<file path="config.mk">
export PLATFORM = sky130hd
export DESIGN_NAME = bcd_timekeeper
export DESIGN_NICKNAME = d
export VERILOG_FILES = /design/src/rtl/bcdtk_pkg.sv /design/src/rtl/bcdtk_prescale.sv /design/src/rtl/bcdtk_month_len.sv /design/src/rtl/bcd_timekeeper.sv
export SDC_FILE = /design/constraint.sdc
export NUM_CORES = 1
export LEC_CHECK = 0
export ABC_AREA = 1
export ABC_CLOCK_PERIOD_IN_PS = 2400
export BUFFER_PORTS_ARGS = -buffer_cell sky130_fd_sc_hd__clkbuf_2
export CAP_MARGIN = 10
export CORE_UTILIZATION = 45
export DETAILED_ROUTE_END_ITERATION = 12
export GPL_TIMING_DRIVEN = 1
export PLACE_DENSITY = 0.71
export SLEW_MARGIN = 15
export SYNTH_ARGS = -nofsm -noshare
export SYNTH_HDL_FRONTEND = slang
export SYNTH_HIERARCHICAL = 1
export SYNTH_SLANG_ARGS = --single-unit
</file>
<file path="constraint.sdc">
create_clock -name clk -period 2.4 [get_ports clk]
set_input_delay 0.24 -clock clk [delete_from_list [all_inputs] [get_ports clk]]
set_output_delay 0.24 -clock clk [all_outputs]
set_load 0.03 [all_outputs]
</file>
<file path="src/rtl/bcdtk_pkg.sv">
package bcdtk_pkg;
    localparam int TK_REGS  = 8;
    localparam int TK_IMG_W = TK_REGS * 8;

    localparam int RG_HUND = 0;
    localparam int RG_SEC  = 1;
    localparam int RG_MIN  = 2;
    localparam int RG_HOUR = 3;
    localparam int RG_DAY  = 4;
    localparam int RG_DATE = 5;
    localparam int RG_MON  = 6;
    localparam int RG_YEAR = 7;

    typedef enum logic [2:0] {
        ST_IDLE, ST_SEC, ST_MIN, ST_HOUR, ST_DATE, ST_MONTH, ST_YEAR
    } tk_state_e;

    function automatic logic [7:0] bcd_inc(input logic [7:0] v);
        if (v[3:0] >= 4'd9) return {v[7:4] + 4'd1, 4'h0};
        return v + 8'd1;
    endfunction

    function automatic logic [7:0] bcd_wrap_inc(input logic [7:0] v,
                                                input logic [7:0] top,
                                                input logic [7:0] base);
        return (v >= top) ? base : bcd_inc(v);
    endfunction
endpackage

</file>
<file path="src/rtl/bcdtk_prescale.sv">
module bcdtk_prescale #(
    parameter int DIV = 1
) (
    input  logic clk,
    input  logic rst_n,
    input  logic clr,
    input  logic tick,
    input  logic en,
    output logic step
);
    localparam int CW = (DIV > 1) ? $clog2(DIV) : 1;
    localparam logic [CW-1:0] LAST = CW'(DIV - 1);

    logic [CW-1:0] cnt_q;

    always_ff @(posedge clk or negedge rst_n) begin
        if (!rst_n) begin
            cnt_q <= '0;
        end else if (clr) begin
            cnt_q <= '0;
        end else if (tick && en) begin
            cnt_q <= (cnt_q == LAST) ? '0 : cnt_q + 1'b1;
        end
    end

    assign step = tick && en && (cnt_q == LAST);
endmodule

</file>
<file path="src/rtl/bcdtk_month_len.sv">
module bcdtk_month_len (
    input  logic [4:0] mon_bcd,
    input  logic [7:0] yr_bcd,
    output logic [5:0] last_bcd
);
    logic [6:0] yr_bin;
    logic       leap;

    always_comb begin
        yr_bin = 7'(yr_bcd[7:4]) * 7'd10 + 7'(yr_bcd[3:0]);
        leap   = (yr_bin[1:0] == 2'b00);
        case (mon_bcd)
            5'h02:                      last_bcd = leap ? 6'h29 : 6'h28;
            5'h04, 5'h06, 5'h09, 5'h11: last_bcd = 6'h30;
            default:                    last_bcd = 6'h31;
        endcase
    end
endmodule

</file>
<file path="src/rtl/bcd_timekeeper.sv">
module bcd_timekeeper
    import bcdtk_pkg::*;
#(
    parameter int TICK_DIV = 1
) (
    input  logic                clk,
    input  logic                rst_n,
    input  logic                tick_i,
    input  logic                load_i,
    input  logic [TK_IMG_W-1:0] load_data_i,
    output logic [TK_IMG_W-1:0] rd_data_o,
    output logic                reset_mask_o
);
    tk_state_e state_q, state_d;

    logic [7:0] ld_byte [TK_REGS];
    for (genvar g = 0; g < TK_REGS; g++) begin : g_unpack
        assign ld_byte[g] = load_data_i[8*g +: 8];
    end

    logic [7:0] hund_q, yr_q;
    logic [6:0] sec_q, min_q;
    logic       hmode_q, hpm_q;
    logic [4:0] hlow_q, mon_q;
    logic [2:0] dow_q;
    logic       osc_stop_q, rmask_q, pend_q;
    logic [5:0] date_q, last_date;
    logic       step, go;

    logic [7:0] hund_nx, sec_nx, min_nx, date_nx, mon_nx, yr_nx, hr_tmp;
    logic [4:0] hr_low_d;
    logic       hr_pm_d, hr_wrap;

    bcdtk_prescale #(.DIV(TICK_DIV)) u_pre (
        .clk   (clk),
        .rst_n (rst_n),
        .clr   (load_i),
        .tick  (tick_i),
        .en    (!osc_stop_q),
        .step  (step)
    );

    bcdtk_month_len u_mlen (
        .mon_bcd  (mon_q),
        .yr_bcd   (yr_q),
        .last_bcd (last_date)
    );

    assign go = (state_q == ST_IDLE) && (step || pend_q);

    always_comb begin
        hund_nx = bcd_wrap_inc(hund_q, 8'h99, 8'h00);
        sec_nx  = bcd_wrap_inc({1'b0, sec_q}, 8'h59, 8'h00);
        min_nx  = bcd_wrap_inc({1'b0, min_q}, 8'h59, 8'h00);
        date_nx = bcd_wrap_inc({2'b0, date_q}, {2'b0, last_date}, 8'h01);
        mon_nx  = bcd_wrap_inc({3'b0, mon_q}, 8'h12, 8'h01);
        yr_nx   = bcd_wrap_inc(yr_q, 8'h99, 8'h00);
    end

    always_comb begin
        hr_low_d = hlow_q;
        hr_pm_d  = hpm_q;
        hr_wrap  = 1'b0;
        hr_tmp   = 8'h00;
        if (hmode_q) begin
            if (hlow_q == 5'h11) begin
                hr_low_d = 5'h12;
                hr_pm_d  = !hpm_q;
                hr_wrap  = hpm_q;
            end else if (hlow_q >= 5'h12) begin
                hr_low_d = 5'h01;
            end else begin
                hr_tmp   = bcd_inc({3'b0, hlow_q});
                hr_low_d = hr_tmp[4:0];
            end
        end else begin
            if ({hpm_q, hlow_q} >= 6'h23) begin
                {hr_pm_d, hr_low_d} = 6'h00;
                hr_wrap = 1'b1;
            end else begin
                hr_tmp = bcd_inc({2'b0, hpm_q, hlow_q});
                {hr_pm_d, hr_low_d} = hr_tmp[5:0];
            end
        end
    end

    always_comb begin
        state_d = state_q;
        if (load_i) begin
            state_d = ST_IDLE;
        end else begin
            unique case (state_q)
                ST_IDLE:  if (go && hund_q >= 8'h99) state_d = ST_SEC;
                ST_SEC:   state_d = (sec_q >= 7'h59) ? ST_MIN : ST_IDLE;
                ST_MIN:   state_d = (min_q >= 7'h59) ? ST_HOUR : ST_IDLE;
                ST_HOUR:  state_d = hr_wrap ? ST_DATE : ST_IDLE;
                ST_DATE:  state_d = (date_q >= last_date) ? ST_MONTH : ST_IDLE;
                ST_MONTH: state_d = (mon_q >= 5'h12) ? ST_YEAR : ST_IDLE;
                ST_YEAR:  state_d = ST_IDLE;
                default:  state_d = ST_IDLE;
            endcase
        end
    end

    always_ff @(posedge clk or negedge rst_n) begin
        if (!rst_n) state_q <= ST_IDLE;
        else        state_q <= state_d;
    end

    always_ff @(posedge clk or negedge rst_n) begin
        if (!rst_n) begin
            hund_q     <= 8'h00;
            sec_q      <= 7'h00;
            min_q      <= 7'h00;
            hmode_q    <= 1'b0;
            hpm_q      <= 1'b0;
            hlow_q     <= 5'h00;
            dow_q      <= 3'd1;
            osc_stop_q <= 1'b0;
            rmask_q    <= 1'b0;
            date_q     <= 6'h01;
            mon_q      <= 5'h01;
            yr_q       <= 8'h00;
            pend_q     <= 1'b0;
        end else if (load_i) begin
            hund_q     <= ld_byte[RG_HUND];
            sec_q      <= ld_byte[RG_SEC][6:0];
            min_q      <= ld_byte[RG_MIN][6:0];
            hmode_q    <= ld_byte[RG_HOUR][7];
            hpm_q      <= ld_byte[RG_HOUR][5];
            hlow_q     <= ld_byte[RG_HOUR][4:0];
            osc_stop_q <= ld_byte[RG_DAY][5];
            rmask_q    <= ld_byte[RG_DAY][4];
            dow_q      <= ld_byte[RG_DAY][2:0];
            date_q     <= ld_byte[RG_DATE][5:0];
            mon_q      <= ld_byte[RG_MON][4:0];
            yr_q       <= ld_byte[RG_YEAR];
            pend_q     <= 1'b0;
        end else begin
            if (step && state_q != ST_IDLE) pend_q <= 1'b1;
            else if (state_q == ST_IDLE)    pend_q <= 1'b0;
            unique case (state_q)
                ST_IDLE:  if (go) hund_q <= hund_nx;
                ST_SEC:   sec_q <= sec_nx[6:0];
                ST_MIN:   min_q <= min_nx[6:0];
                ST_HOUR: begin
                    hpm_q  <= hr_pm_d;
                    hlow_q <= hr_low_d;
                end
                ST_DATE: begin
                    dow_q  <= (dow_q >= 3'd7) ? 3'd1 : dow_q + 3'd1;
                    date_q <= date_nx[5:0];
                end
                ST_MONTH: mon_q <= mon_nx[4:0];
                ST_YEAR:  yr_q  <= yr_nx;
                default: ;
            endcase
        end
    end

    assign rd_data_o = {yr_q,
                        3'b000, mon_q,
                        2'b00, date_q,
                        2'b00, osc_stop_q, rmask_q, 1'b0, dow_q,
                        hmode_q, 1'b0, hpm_q, hlow_q,
                        1'b0, min_q,
                        1'b0, sec_q,
                        hund_q};
    assign reset_mask_o = rmask_q;
endmodule

</file>
# After elaboration in Yosys (flattened, before gate mapping)
# Index checks and enable logic that the tools add are counted.
# word_totals
register_bits,58
input_bits,68
output_inout_bits,65
wordCells,174
# classes
addsub,19
n_mul,1
order_cmp,20
n_eq_ne,14
muxes,80
bitwise,1
reduce_logical,24
# op_table
operator,count
two-way mux 8 bit,11
two-way mux 7 bit,10
two-way mux 5 bit,13
two-way mux 6 bit,7
greater-or-equal comparator 4 bit (second input constant),7
greater-or-equal comparator 7 bit (second input constant),4
two-way mux 1 bit,27
two-way mux 3 bit,8
one-hot mux 3 bit (6 select lines),1
nonzero test 2 bit,9
adder 8 x 1 -> 8 bit (second input constant),2
greater-or-equal comparator 8 bit (second input constant),2
greater-or-equal comparator 5 bit (second input constant),3
adder 7 x 1 -> 7 bit (second input constant),2
adder 6 x 1 -> 6 bit (second input constant),2
greater-or-equal comparator 6 bit,2
one-hot mux 6 bit (2 select lines),1
adder 5 x 1 -> 5 bit (second input constant),2
== test 5 x 3 -> 1 bit (second input constant),2
== test 5 bit (second input constant),2
adder 3 x 1 -> 3 bit (second input constant),3
== test 3 bit (second input constant),3
adder 4 x 1 -> 4 bit (second input constant),2
== test 3 x 2 -> 1 bit (second input constant),2
21 further kinds,32

# Depth between registers and ports, before layout
# Gate-level depths: netlist of run 1.
# logic_depth
ltp_word,11
depth_mapped,14
depth_no_buf,14

# Cells and area by module
# Netlist of run 1, hierarchy kept.
# modules_own_cells
module,instances,cells_per_inst,area_per_inst_um2,seq_area_each_um2
bcd_timekeeper,1,672,4580.6,1430.1
bcdtk_month_len,1,27,127.6,0.0
bcdtk_prescale,1,2,7.5,0.0

# Worst setup path after synthesis of run 1
# OpenSTA, ideal clock, no wires.
# synth_timing
path_kind,reg-to-reg
start,reg mon_q[1]
end,reg date_q[1]
arrival_time_ns,1.892
required_time_ns,2.335
setup_slack_ns,0.443
path_stages_with_launch,14
path_buffers,0
period_less_slack_ns,1.957
cell_sequence,dfrtp_1 -> inv_1 -> nor2_2 -> nand3_2 -> nor2_1 -> nor2_1 -> ha_1 -> inv_1 -> a21boi_0 -> o21ai_0 -> nand3_1 -> inv_1 -> nand3b_1 -> nand2_1
# synth_via
elab_chain_len,7
# synth_rtl
item,line_no,rtl
start: declaration,bcd_timekeeper.sv:24,"logic [4:0] hlow_q, mon_q;"
start signal: assignment,bcd_timekeeper.sv:136,mon_q <= ld_byte[RG_MON][4:0];
start signal: assignment,bcd_timekeeper.sv:154,ST_MONTH: mon_q <= mon_nx[4:0];
"== test 5 x 3 -> 1 bit, or another cell as far along",bcdtk_month_len.sv:12,case (mon_bcd)
OR reduction 4 bit,bcdtk_month_len.sv:12,
one-hot mux 6 bit (2 select lines) *,bcdtk_month_len.sv:12,
net last_date[4],bcd_timekeeper.sv:27,"logic [5:0] date_q, last_date;"
greater-or-equal comparator 6 bit *,bcdtk_pkg.sv:26,return (v >= top) ? base : bcd_inc(v);
two-way mux 6 bit *,bcdtk_pkg.sv:26,
two-way mux 6 bit *,bcd_timekeeper.sv:142,unique case (state_q)
two-way mux 6 bit *,bcd_timekeeper.sv:125,end else if (load_i) begin
end signal: assignment,bcd_timekeeper.sv:135,date_q <= ld_byte[RG_DATE][5:0];
end signal: assignment,bcd_timekeeper.sv:152,date_q <= date_nx[5:0];
end: declaration,bcd_timekeeper.sv:27,
# The timed path passes the listed nets; every way through them passes the cells marked *. The select of a mux whose other input is x is not followed.
# A chain may end at the register's enable or synchronous reset.

# Worst setup path in the final report of run 1
# layout_timing
start,reg mon_q[4]
end,reg date_q[5]
# The elaborated chain is that of the path after synthesis.

==> metrics.log, run 1 <==
[metrics] Final setup viols: 0
[metrics] number of pins exceeding their max-slew limit in the final report: 0
[metrics] top cells by area, synth: dfrtp_1, nand2_1, ha_1
[metrics] Post-Syn Instances: between 700 and 800
[metrics] synthesized flop and latch total: 57
[metrics] # H-tree levels: 3
[metrics] core region area: between 0.01 and 0.015 mm²
[metrics] crit share post-route: a little over four fifths
[metrics] top-level I/O count: approximately 130
[metrics] die span in y: between 100 and 150 µm
[metrics] result of the run: finished clean
[metrics] Net Switching: 1550 µW
[metrics] Worst Setup End Kind: flip-flop
[metrics] initial standard-cell utilization of the core: a little under half
[metrics] largest net degree at the start of global routing: 40
[metrics] Critical Path, Cell by Cell: nor2_2, nand3_2, nor2_1, nor2_1, ha_1, inv_1, a21boi_0, o21ai_1, nand3_1, inv_1, nand3_1, nand2_1
[metrics] Post-CTS Setup Inserts: 0
[metrics] Ys Warns: 6
[metrics] HPWL after detailed placement: about 9000 µm
[metrics] CTS sink count: 57
[metrics] average detailed-routed wire length per instance: 12.3 µm
[metrics] source-to-sink clock delay at the later pin of the worst-skew pair: around 0.35 ns
[metrics] critical path class: reg2reg
[metrics] Max FO, Critical Path: 6
[metrics] leakage component of the power: about 0.0032 µW
[metrics] delay of the slowest cell on the worst path: 0.44 ns
[metrics] Clock Pin Slew Worst Setup and Hold Paths: about 0.07 ns
[metrics] vias after detailed routing: approximately 4700
[metrics] clk_skew: between 0.007 and 0.008 ns
[metrics] clock share of power: 26.1%
[metrics] type of the tightest min-delay check: in2reg
[metrics] global route overflow: 0
[metrics] internal power summed over all cells: ~2100 µW
[metrics] Startpoint Class: flip-flop
[metrics] remaining max-slew budget at the tightest pin: a little over half
[metrics] achievable clock frequency: around 490 MHz
[metrics] antenna violations before repair: 0
[metrics] vias in the first global route: roughly 4400
[metrics] number of enable flip-flop cells after synthesis: 0
[metrics] Port Buffer Count: 110
[metrics] switching fraction of total power: 42.2%
[metrics] layout cell share with drive strength beyond 1: 18.5%
[metrics] library cell with the largest summed area after synthesis: dfrtp_1
[metrics] wire length of the first global-routing pass: ~20000 µm
[metrics] Total Nets Final: ~910
[metrics] remaining routing DRC violations: 0
[metrics] part of the total power dissipated in sequential elements: roughly 36%
[metrics] total detailed-routing wirelength: roughly 12000 µm
[metrics] weighted congestion at the end of routability-driven global placement: between 0.8 and 0.9
[metrics] Post-Route Setup TNS: 0 ns
[metrics] mean post-synth cell area: a little under 7 µm²
[metrics] number of distinct library cells after synthesis: 40
[metrics] remaining number of nets flagged by the antenna check after routing: 0
[metrics] die outline width: 104 µm
[metrics] peak ir drop on the vdd network: roughly 0.53 mV
[metrics] Num CTS Buffers: 9
[metrics] slowest library cell on the worst path: dfrtp_1
[metrics] post-synthesis sequential area ratio: between 30% and 40%
[metrics] # diodes: 0
[metrics] setup repair after global routing missed its margin: false
[metrics] core utilization of the finished layout: 54.1%
[metrics] transition time of the tightest slew-check pin: around 0.7 ns
[metrics] required time of the critical path: 2.69 ns
[metrics] final hold violation count: 0
[metrics] worst-case clock buffer depth: 2
[metrics] pwr dens: 665 mW/mm²
[metrics] main flop type after synthesis: dfrtp_1
[metrics] arrival time reported for the critical path endpoint: 2.33 ns
[metrics] total track usage: between 20% and 30%
[metrics] Vias per Instance: ~5.0
[metrics] CTS Root Cell: clkbuf_8
[metrics] clock tree from TritonCTS: yes
[metrics] post-synthesis to final-layout area growth: 17.4%
[metrics] Async SR Flop Fraction: 100%
[metrics] filler instances: just over 1000
[metrics] reported max-cap violation count: 0
[metrics] total iterations of the first detailed-routing run: 5
[metrics] area enclosed by the die boundary: around 0.011 mm²
[metrics] row count: 37
[metrics] proportion of netlist area held by the largest area contributor: between 20% and 30%
[metrics] FF/Latch Area: approximately 0.0014 mm²
[metrics] cell area after synthesis: approximately 0.0047 mm²
[metrics] number of design-rule violations left by the first detailed-router iteration: approximately 250
[metrics] min Tclk post-route: 2.03 ns
[metrics] Comb pwr share: 37.9%
[metrics] area taken by multi-input logic gates: 0.00266 mm²
## cell usage after synthesis (2+ instances only)
master / count
a21oi_1: 20
xnor2_1: 3
nand3_1: 70
o21ai_0: 19
nor2_2: 2
nor2_1: 50
inv_2: 8
nand2_1: 194
dfstp_2: 3
conb_1: 3
buf_2: 7
clkbuf_1: 5
clkinv_1: 4
a22oi_1: 4
nand3b_1: 6
o21bai_1: 5
ha_1: 41
xor2_1: 12
dfrtp_1: 54
nand4_1: 21
o21ai_1: 19
buf_4: 19
inv_1: 112
nor3_1: 3
buf_1: 2
## area by class of cell
| cell class | instances | area share, % |
|---|---|---|
| inverter | 124 | 8.41 |
| timing repair buffer | 115 | 10.9 |
| multi-input combinational | 498 | 48.0 |
| clock buffer | 14 | 3.12 |
| clock inverter | 2 | 0.633 |
| tap | 136 | 3.07 |
| sequential | 57 | 25.9 |
## layout by cell type (no fill, tap or decap), types with 2 or more instances in the layout
master    instances
clkbuf_2        110
clkinv_1          4
a21oi_1          20
clkbuf_1          2
dfstp_2           3
xor2_1           12
nand2_1         194
inv_1           112
o21ai_0          18
a22oi_1           4
nor2_2            2
clkbuf_8         12
o21ai_1          20
conb_1           14
inv_2             8
ha_1             41
o21bai_1          5
nand3b_1          6
buf_4             3
xnor2_1           3
nor2_1           50
nand3_1          70
dfrtp_1          53
nand4_1          21
nor3_1            3
## power by group through the flow
stage	Clock, µW	Sequential [µW]	Combinational [µW]
6_report	959	1330	1390
5_1_grt	1020	1360	1580
4_1_cts	985	1320	1400
3_5_place_dp	0	1340	1390
3_3_place_gp	0	1330	1360
2_1_floorplan	0	1530	810
## cells by family after synthesis
kind of cell | synth area share, %
and+or+nand+nor | 32.3
AOI/OAI and AO/OA | 9.23
xor gates and xnor gates | 2.79
DFF | 30.3
adders and majority gates | 10.9
buffers and inverters | 14.2
other | 0.239
## registers in the layout, summed over array words and instances, names as in the netlist, 5 cells and up
register	cells
hund_q	8
yr_q	8
min_q	7
sec_q	7
date_q	6
hlow_q	5
mon_q	5
## metal layers
metal / global-route usage [%] / vias to the layer above / part of all wire (%)
li1: - / 2382 / -
met1: 28.3 / 2149 / 44
met2: 38.6 / 141 / 48
met3: 3.82 / 18 / 5.9
met4: 10.8 / 0 / 2.3
met5: 0 / - / 0
## timing repair
item                                    4_1_cts  5_1_grt
resized for setup                             0        2
hold endpoints to repair                     21        0
hold buffers                                  1        0
endpoints found under the setup margin        0        3
## path summary, 6_finish.rpt
path                                               start                        to  slack, ns  cells past startpoint
worst max-delay path                mon_q[4]$_DFFE_PN0P_     date_q[5]$_DFFE_PN0P_       0.37                     12
max in group asynchronous                          rst_n      mon_q[0]$_DFFE_PN1P_       1.24                      3
min in group asynchronous                          rst_n    osc_stop_q$_DFFE_PN0P_       0.46                      2
worst min register to register  reset_mask_o$_DFFE_PN0P_  reset_mask_o$_DFFE_PN0P_       0.50                      2
worst min-delay path                     load_data_i[43]     date_q[3]$_DFFE_PN0P_       0.09                      3
worst max register to register      mon_q[4]$_DFFE_PN0P_     date_q[5]$_DFFE_PN0P_       0.37                     12
## worst max-delay path, delay by kind of cell, from the launching register on
| kind | cells | cell delay (ns) |
|---|---|---|
| and+or+nand+nor | 7 | 0.82 |
| DFF | 1 | 0.44 |
| adders and majority gates | 1 | 0.26 |
| AOI/OAI and AO/OA | 2 | 0.26 |
| buffers and inverters | 2 | 0.21 |
## through the flow
step                      power (µW)  setup WS (ns)  cell area (µm²)  hold WS (ns)  instances
after floorplan                 2340          0.443             4760       -0.0556        712
after global placement          2680          0.344             5320         0.311        929
after detailed placement        2730          0.309             5320         0.323        929
after CTS                       3710          0.288             5530        0.0787        946
after global routing            3960          0.102             5540        0.0968        946
final                           3680          0.367             5540        0.0882        946
(Power assumes the default switching activity.)
==> run 2: changes to the inputs <==
--- a/config.mk
+++ b/config.mk
@@ -6,13 +6,13 @@
 export NUM_CORES = 1
 export LEC_CHECK = 0
 export ABC_AREA = 1
-export ABC_CLOCK_PERIOD_IN_PS = 2400
+export ABC_CLOCK_PERIOD_IN_PS = 1750
 export BUFFER_PORTS_ARGS = -buffer_cell sky130_fd_sc_hd__clkbuf_2
 export CAP_MARGIN = 10
 export CORE_UTILIZATION = 45
 export DETAILED_ROUTE_END_ITERATION = 12
 export GPL_TIMING_DRIVEN = 1
-export PLACE_DENSITY = 0.71
+export PLACE_DENSITY = 0.73
 export SLEW_MARGIN = 15
 export SYNTH_ARGS = -nofsm -noshare
 export SYNTH_HDL_FRONTEND = slang
==> constraint.sdc (replaced) <==
create_clock -name clk -period 1.75 [get_ports clk]
set_input_delay 0.175 -clock clk [delete_from_list [all_inputs] [get_ports clk]]
set_output_delay 0.175 -clock clk [all_outputs]
set_load 0.03 [all_outputs]
==> run 2 against run 1 <==
The run now ends with setup timing left; clock power increased by 35%; non-clock buffer count increased by 23; wire length decreased by 0.18%; setup slack got worse by 0.46 ns.
==> metrics.log, run 2 (synthesis gave the netlist of run 1 again) <==
[metrics] result of the run: complete, but fails checks
[metrics] peak ir drop on the vdd network: 0.448 mV (-15%)
[metrics] setup repair after global routing missed its margin: true
[metrics] arrival time reported for the critical path endpoint: 2.12 ns (-0.21 ns)
[metrics] type of the tightest min-delay check: in2reg
[metrics] Num CTS Buffers: 9 (unchanged)
[metrics] core utilization of the finished layout: 56.4% (+2.3 points)
[metrics] count of placed standard cells in the final layout, fillers left out: 969 (+2.4%)
[metrics] FF/Latch Area: 0.00144 mm² (+0.26%)
[metrics] source-to-sink clock delay at the later pin of the worst-skew pair: 0.34 ns (about the same)
[metrics] vias after detailed routing: 4658 (-0.68%)
[metrics] wire length the detailed router placed on met1: 5500 µm (+7.6%)
[metrics] topmost layer with routed signal wires: met4
[metrics] wire length of the first global-routing pass: 20000 µm (-1.2%)
[metrics] initial standard-cell utilization of the core: 46.1% (unchanged)
[metrics] total iterations of the first detailed-routing run: 4 (-1)
[metrics] final worst slack: -0.0956 ns (-0.462 ns)
[metrics] area taken by multi-input logic gates: 0.00271 mm² (+2.0%)
[metrics] layout cell share with drive strength beyond 1: 23.2% (+4.7 points)
[metrics] post-synthesis to final-layout area growth: 22.4%
[metrics] # diodes: 0 (unchanged)
[metrics] sum of internal, switching and leakage power: 5150 µW (+40%)
[metrics] average detailed-routed wire length per instance: 12.0 µm (-2.5%)
[metrics] reported max-cap violation count: 0 (unchanged)
[metrics] antenna violations before repair: 0 (unchanged)
[metrics] largest net degree at the start of global routing: 58 (+45%)
[metrics] Vias per Instance: 4.81 (-3.0%)
[metrics] total detailed-routing wirelength: 11600 µm (-0.18%)
[metrics] Final setup viols: 8 (+8)
[metrics] Clock Pin Slew Worst Setup and Hold Paths: 0.08 ns (about the same)
[metrics] most frequent cells in the layout: nand2_1, clkbuf_2, inv_1
[metrics] row count: 37 (unchanged)
[metrics] filler instances: 1060 (+4.6%)
[metrics] min Tclk post-route: 1.85 ns (-0.188 ns)
[metrics] CTS sink count: 57 (unchanged)
[metrics] # H-tree levels: 3 (unchanged)
[metrics] achievable clock frequency: 542 MHz (+10%)
[metrics] remaining routing DRC violations: 0 (unchanged)
[metrics] final hold violation count: 0 (unchanged)
[metrics] vias in the first global route: 4345 (-2.2%)
[metrics] CTS Root Cell: clkbuf_8
[metrics] die outline width: 104 µm (unchanged)
[metrics] Worst R2R Path Depth: 12 (unchanged)
[metrics] HPWL after detailed placement: 8580 µm (-3.5%)
[metrics] remaining number of nets flagged by the antenna check after routing: 0 (unchanged)
[metrics] Placed Cells: 949 (+2.2%)
[metrics] number of instances on the worst hold path: 3 (unchanged)
[metrics] Total Nets Final: 937 (+2.5%)
[metrics] registers with the highest flip-flop counts: hund_q: 8 flops, yr_q: 8 flops
[metrics] Max FO, Critical Path: 4 (-2)
[metrics] Startpoint Class: flip-flop
[metrics] number of pins exceeding their max-slew limit in the final report: 0 (unchanged)
[metrics] number of design-rule violations left by the first detailed-router iteration: 179 (-28%)
[metrics] crit share post-route: 105% (+21 points)
[metrics] core region area: 0.0102 mm² (unchanged)
[metrics] Port Buffer Count: 110 (unchanged)
[metrics] met2 wire length: 5450 µm (-2.6%)
[metrics] final design area excluding fillers: 0.00577 mm² (+4.3%)
[metrics] Placed Instance Area: 0.00548 mm² (+3.1%)
[metrics] critical path class: reg2reg
[metrics] clk_skew: 0.0132 ns (+0.00541 ns)
[metrics] die span in y: 104 µm (unchanged)
[metrics] violations in the final reports: setup timing
[metrics] hold slack: 0.0444 ns (-0.0438 ns)
[metrics] setup slack of the worst register-to-register path: -0.1 ns (-0.46 ns)
[metrics] worst-case clock buffer depth: 2 (unchanged)
[metrics] leakage component of the power: 0.00332 µW (+3.5%)
[metrics] pwr dens: 892 mW/mm² (+34%)
[metrics] Worst Setup End Kind: flip-flop
[metrics] required time of the critical path: 2.03 ns (-0.66 ns)
[metrics] global route overflow: 0 (unchanged)
[metrics] area enclosed by the die boundary: 0.0109 mm² (unchanged)
[metrics] clock tree from TritonCTS: yes
[metrics] met3 wirelength from detailed routing: 582 µm (-15%)
[metrics] weighted congestion at the end of routability-driven global placement: 0.849 (-4.9%)
[metrics] most common cell after layout, fill and taps aside: nand2_1
[metrics] top-level I/O count: 133 (unchanged)
[metrics] total track usage: 22.5% (-0.38 points)
[run 2: worst paths after layout]
path,from,end
min,load_data_i[31],hmode_q$_DFFE_PN0P_
max reg2reg,mon_q[0]$_DFFE_PN1P_,state_q[0]$_DFFE_PN0P_
min reg2reg,reset_mask_o$_DFFE_PN0P_,reset_mask_o$_DFFE_PN0P_
max,mon_q[0]$_DFFE_PN1P_,state_q[0]$_DFFE_PN0P_
max in group asynchronous,rst_n,date_q[0]$_DFFE_PN1P_
min in group asynchronous,rst_n,hlow_q[3]$_DFFE_PN0P_
[run 2: timing repair]
item | in CTS | in global routing
hold buffers | 1 | 0
endpoints found under the hold margin | 54 | 0
pin swaps | 3 | 9
setup buffers | 0 | 3
endpoints found under the setup margin | 9 | 22
gates resized for setup | 4 | 17
[run 2: critical path: stages (launching register included)]
cell	delay [ns]
dfstp_2	0.56
nor2_2	0.05
nand3_2	0.07
buf_4	0.10
inv_1	0.03
ha_1	0.25
nand2_1	0.06
a21oi_1	0.12
nor2_1	0.08
buf_4	0.13
a21oi_1	0.17
nor2_1	0.07
nor2_1	0.08
[run 2: area by class of cell]
class | count | share of cell area (%)
clock inverter | 3 | 0.694
multi-input combinational | 498 | 47.0
inverter | 124 | 8.06
timing repair buffer | 138 | 13.7
clock buffer | 13 | 2.75
tap | 136 | 2.95
sequential | 57 | 24.9
[run 2: metal layers]
layer | vias to the layer above | track usage (%)
met3 | 7 | 5.20
met2 | 119 | 37.9
met1 | 2092 | 29.3
li1 | 2440 | -
met4 | 0 | 4.49
met5 | - | 0
[run 2: power breakdown]
part	total [µW]	leakage [µW]	switching (µW)	internal, µW
Sequential	1770	0.000683	257	1510
Clock	1290	0.000103	560	733
Combinational	2090	0.00254	1360	738
Total	5150	0.00332	2170	2980
[run 2: stage by stage]
step,TNS (ns),setup slack [ns]
finish,-0.571,-0.0956
global route,-2.17,-0.257
CTS,-0.990,-0.138
detailed placement,-1.15,-0.190
global placement,-0.542,-0.103
floorplan,-0.612,-0.109
==> run 3: changes to the inputs <==
==> constraint.sdc (replaced) <==
create_clock -name clk -period 1.75 [get_ports clk]
set_input_delay 0.2625 -clock clk [delete_from_list [all_inputs] [get_ports clk]]
set_output_delay 0.2625 -clock clk [all_outputs]
set_load 0.03 [all_outputs]
==> run 3 against run 2 <==
The flow still finishes with violations (setup timing); largest power group unchanged; register-to-register slack barely moved; sequential share of layout area is 0.21 points lower; count of clock-buffer cells in the layout is the same; die area did not move; via count increased by 0.86%; wire length decreased by 2.8%; global-route usage decreased by 0.93 points.
==> metrics.log, run 3 (synthesis gave the netlist of run 1 again) <==
[metrics] violations in the final reports: setup timing
[metrics] clock tree from TritonCTS: yes
[metrics] core region area: 0.0102 mm² (unchanged)
[metrics] FF/Latch Area: 0.00144 mm² (unchanged)
[metrics] Max FO, Critical Path: 4 (unchanged)
[metrics] peak ir drop on the vdd network: 0.424 mV (-5.3%)
[metrics] number of design-rule violations left by the first detailed-router iteration: 167 (-6.7%)
[metrics] initial standard-cell utilization of the core: 46.1% (unchanged)
[metrics] die outline width: 104 µm (unchanged)
[metrics] part of the total power dissipated in sequential elements: 33.7% (-0.6 points)
[metrics] worst r2r src: mon_q[0]$_DFFE_PN1P_
[metrics] remaining routing DRC violations: 0 (unchanged)
[metrics] area enclosed by the die boundary: 0.0109 mm² (unchanged)
[metrics] clock share of power: 26.2% (+1.1 points)
[metrics] total track usage: 21.5% (-0.93 points)
[metrics] reported max-cap violation count: 0 (unchanged)
[metrics] wire length of the first global-routing pass: 19300 µm (-3.2%)
[metrics] Num CTS Buffers: 9 (unchanged)
[metrics] leakage component of the power: 0.00334 µW (+0.53%)
[metrics] critical path class: reg2reg
[metrics] arrival time reported for the critical path endpoint: 2.12 ns (about the same)
[metrics] result of the run: complete, but fails checks
[metrics] total iterations of the first detailed-routing run: 4 (unchanged)
[metrics] filler instances: 1088 (+2.6%)
[metrics] Total Nets Final: 938 (+0.11%)
[metrics] average detailed-routed wire length per instance: 11.7 µm (-2.9%)
[metrics] crit path launch: mon_q[0]$_DFFE_PN1P_
[metrics] switching fraction of total power: 41.0% (-1.2 points)
[metrics] area taken by multi-input logic gates: 0.00274 mm² (+0.97%)
[metrics] most common cell after layout, fill and taps aside: nand2_1
[metrics] Startpoint Class: flip-flop
[metrics] worst slack at placement: -0.168 ns (+0.0221 ns)
[metrics] # H-tree levels: 3 (unchanged)
[metrics] min Tclk post-route: 1.86 ns (+0.0105 ns)
[metrics] remaining number of nets flagged by the antenna check after routing: 0 (unchanged)
[metrics] pwr dens: 900 mW/mm² (+0.82%)
[metrics] top-level I/O count: 133 (unchanged)
[metrics] row count: 37 (unchanged)
[metrics] vias after detailed routing: 4698 (+0.86%)
[metrics] post-synthesis to final-layout area growth: 23.5%
[metrics] type of the tightest min-delay check: in2reg
[metrics] global route overflow: 0 (unchanged)
[metrics] worst-case clock buffer depth: 2 (unchanged)
[metrics] Comb pwr share: 40.1% (-0.6 points)
[metrics] crit share post-route: 106% (+0.60 points)
[metrics] # diodes: 0 (unchanged)
[metrics] number of pins exceeding their max-slew limit in the final report: 0 (unchanged)
[metrics] source-to-sink clock delay at the later pin of the worst-skew pair: 0.34 ns (about the same)
[metrics] layout cell share with drive strength beyond 1: 23.6% (+0.45 points)
[metrics] weighted congestion at the end of routability-driven global placement: 0.828 (-2.6%)
[metrics] setup repair after global routing missed its margin: true
[metrics] required time of the critical path: 2.02 ns (about the same)
[metrics] registers with the highest flip-flop counts: hund_q: 8 flops, yr_q: 8 flops
[metrics] final hold violation count: 0 (unchanged)
[metrics] Hold Path Origin: load_data_i[43]
[metrics] final worst slack: -0.106 ns (-0.0105 ns)
[metrics] clk_skew: 0.0114 ns (-0.00176 ns)
[metrics] vias in the first global route: 4417 (+1.7%)
[metrics] Worst Setup End Kind: flip-flop
[metrics] Vias per Instance: 4.84 (+0.75%)
[metrics] total detailed-routing wirelength: 11300 µm (-2.8%)
[metrics] HPWL after detailed placement: 8490 µm (-1.0%)
[metrics] most frequent cells in the layout: nand2_1, clkbuf_2, inv_1
[metrics] hold slack: 0.132 ns (+0.0872 ns)
[metrics] antenna violations before repair: 0 (unchanged)
[metrics] Net Switching: 2150 µW (-1.2%)
[metrics] CTS Root Cell: clkbuf_8
[metrics] Clock Pin Slew Worst Setup and Hold Paths: 0.07 ns (about the same)
[metrics] die span in y: 104 µm (unchanged)
[metrics] internal power summed over all cells: 3090 µW (+3.8%)
[metrics] CTS sink count: 57 (unchanged)
[metrics] achievable clock frequency: 539 MHz (-0.57%)
[metrics] Port Buffer Count: 110 (unchanged)
[metrics] largest net degree at the start of global routing: 60 (+3.4%)
[metrics] Final setup viols: 11 (+3)
-- run 3: worst max-delay path, stage by stage, from the launching register on --
cell	delay, ns
dfstp_2	0.56
nor2_2	0.05
nand3_2	0.08
buf_4	0.11
inv_1	0.03
ha_1	0.26
nand2_1	0.09
a21oi_2	0.15
nor2_2	0.06
buf_4	0.14
a21oi_4	0.13
nor2_1	0.05
nor2_1	0.08
-- run 3: metal layers --
layer  track usage, %  vias up  share of wire, %  wire [µm]
li1                 -     2434                 -          -
met1             28.8     2135                48       5440
met2             35.6      118                46       5240
met3             3.13       11               4.4        495
met4             6.94        0               1.3        143
met5                0        -                 0          0
-- run 3: metrics by stage --
| step | instances | cell area (µm²) | TNS, ns | utilization [%] | total power [µW] |
|---|---|---|---|---|---|
| floorplan | 712 | 4760 | -0.612 | - | 3210 |
| global placement | 948 | 5480 | -0.602 | 53.5 | 3780 |
| detailed placement | 948 | 5480 | -1.01 | 53.5 | 3810 |
| CTS | 967 | 5730 | -0.757 | 56.0 | 5210 |
| global route | 970 | 5820 | -2.15 | 56.9 | 5640 |
| finish | 970 | 5820 | -0.684 | 56.9 | 5240 |
-- run 3: area by class of cell --
class | count | share of cell area, %
well taps | 136 | 2.92
flip-flops and latches | 57 | 24.7
repair buffers | 139 | 13.7
clock inverters | 3 | 1.12
multi-input cells | 498 | 47.0
clock buffers | 13 | 2.56
inverters | 124 | 7.99
-- run 3: worst paths after layout --
check / to / slack (ns) / depth (start not counted)
max: state_q[2]$_DFFE_PN0P_ / -0.11 / 12
min: date_q[3]$_DFFE_PN0P_ / 0.13 / 3
max in group asynchronous: mon_q[4]$_DFFE_PN0P_ / 0.81 / 3
min in group asynchronous: hlow_q[0]$_DFFE_PN0P_ / 0.47 / 3
min reg2reg: reset_mask_o$_DFFE_PN0P_ / 0.52 / 2
max reg2reg: state_q[2]$_DFFE_PN0P_ / -0.11 / 12
-- run 3: power groups by stage --
stage	combinational, µW	clock [µW]	sequential [µW]
after detailed placement	2030	0	1780
after floorplan	1110	0	2100
after global routing	2380	1460	1800
final	2100	1370	1760
after global placement	2000	0	1780
after CTS	2060	1400	1760
-- run 3: what timing repair did --
item,4_1_cts,5_1_grt
setup endpoints to repair,10,17
setup buffers,2,3
hold buffers,1,0
resized for setup,5,21
hold endpoints to repair,18,0
pin swaps,7,14
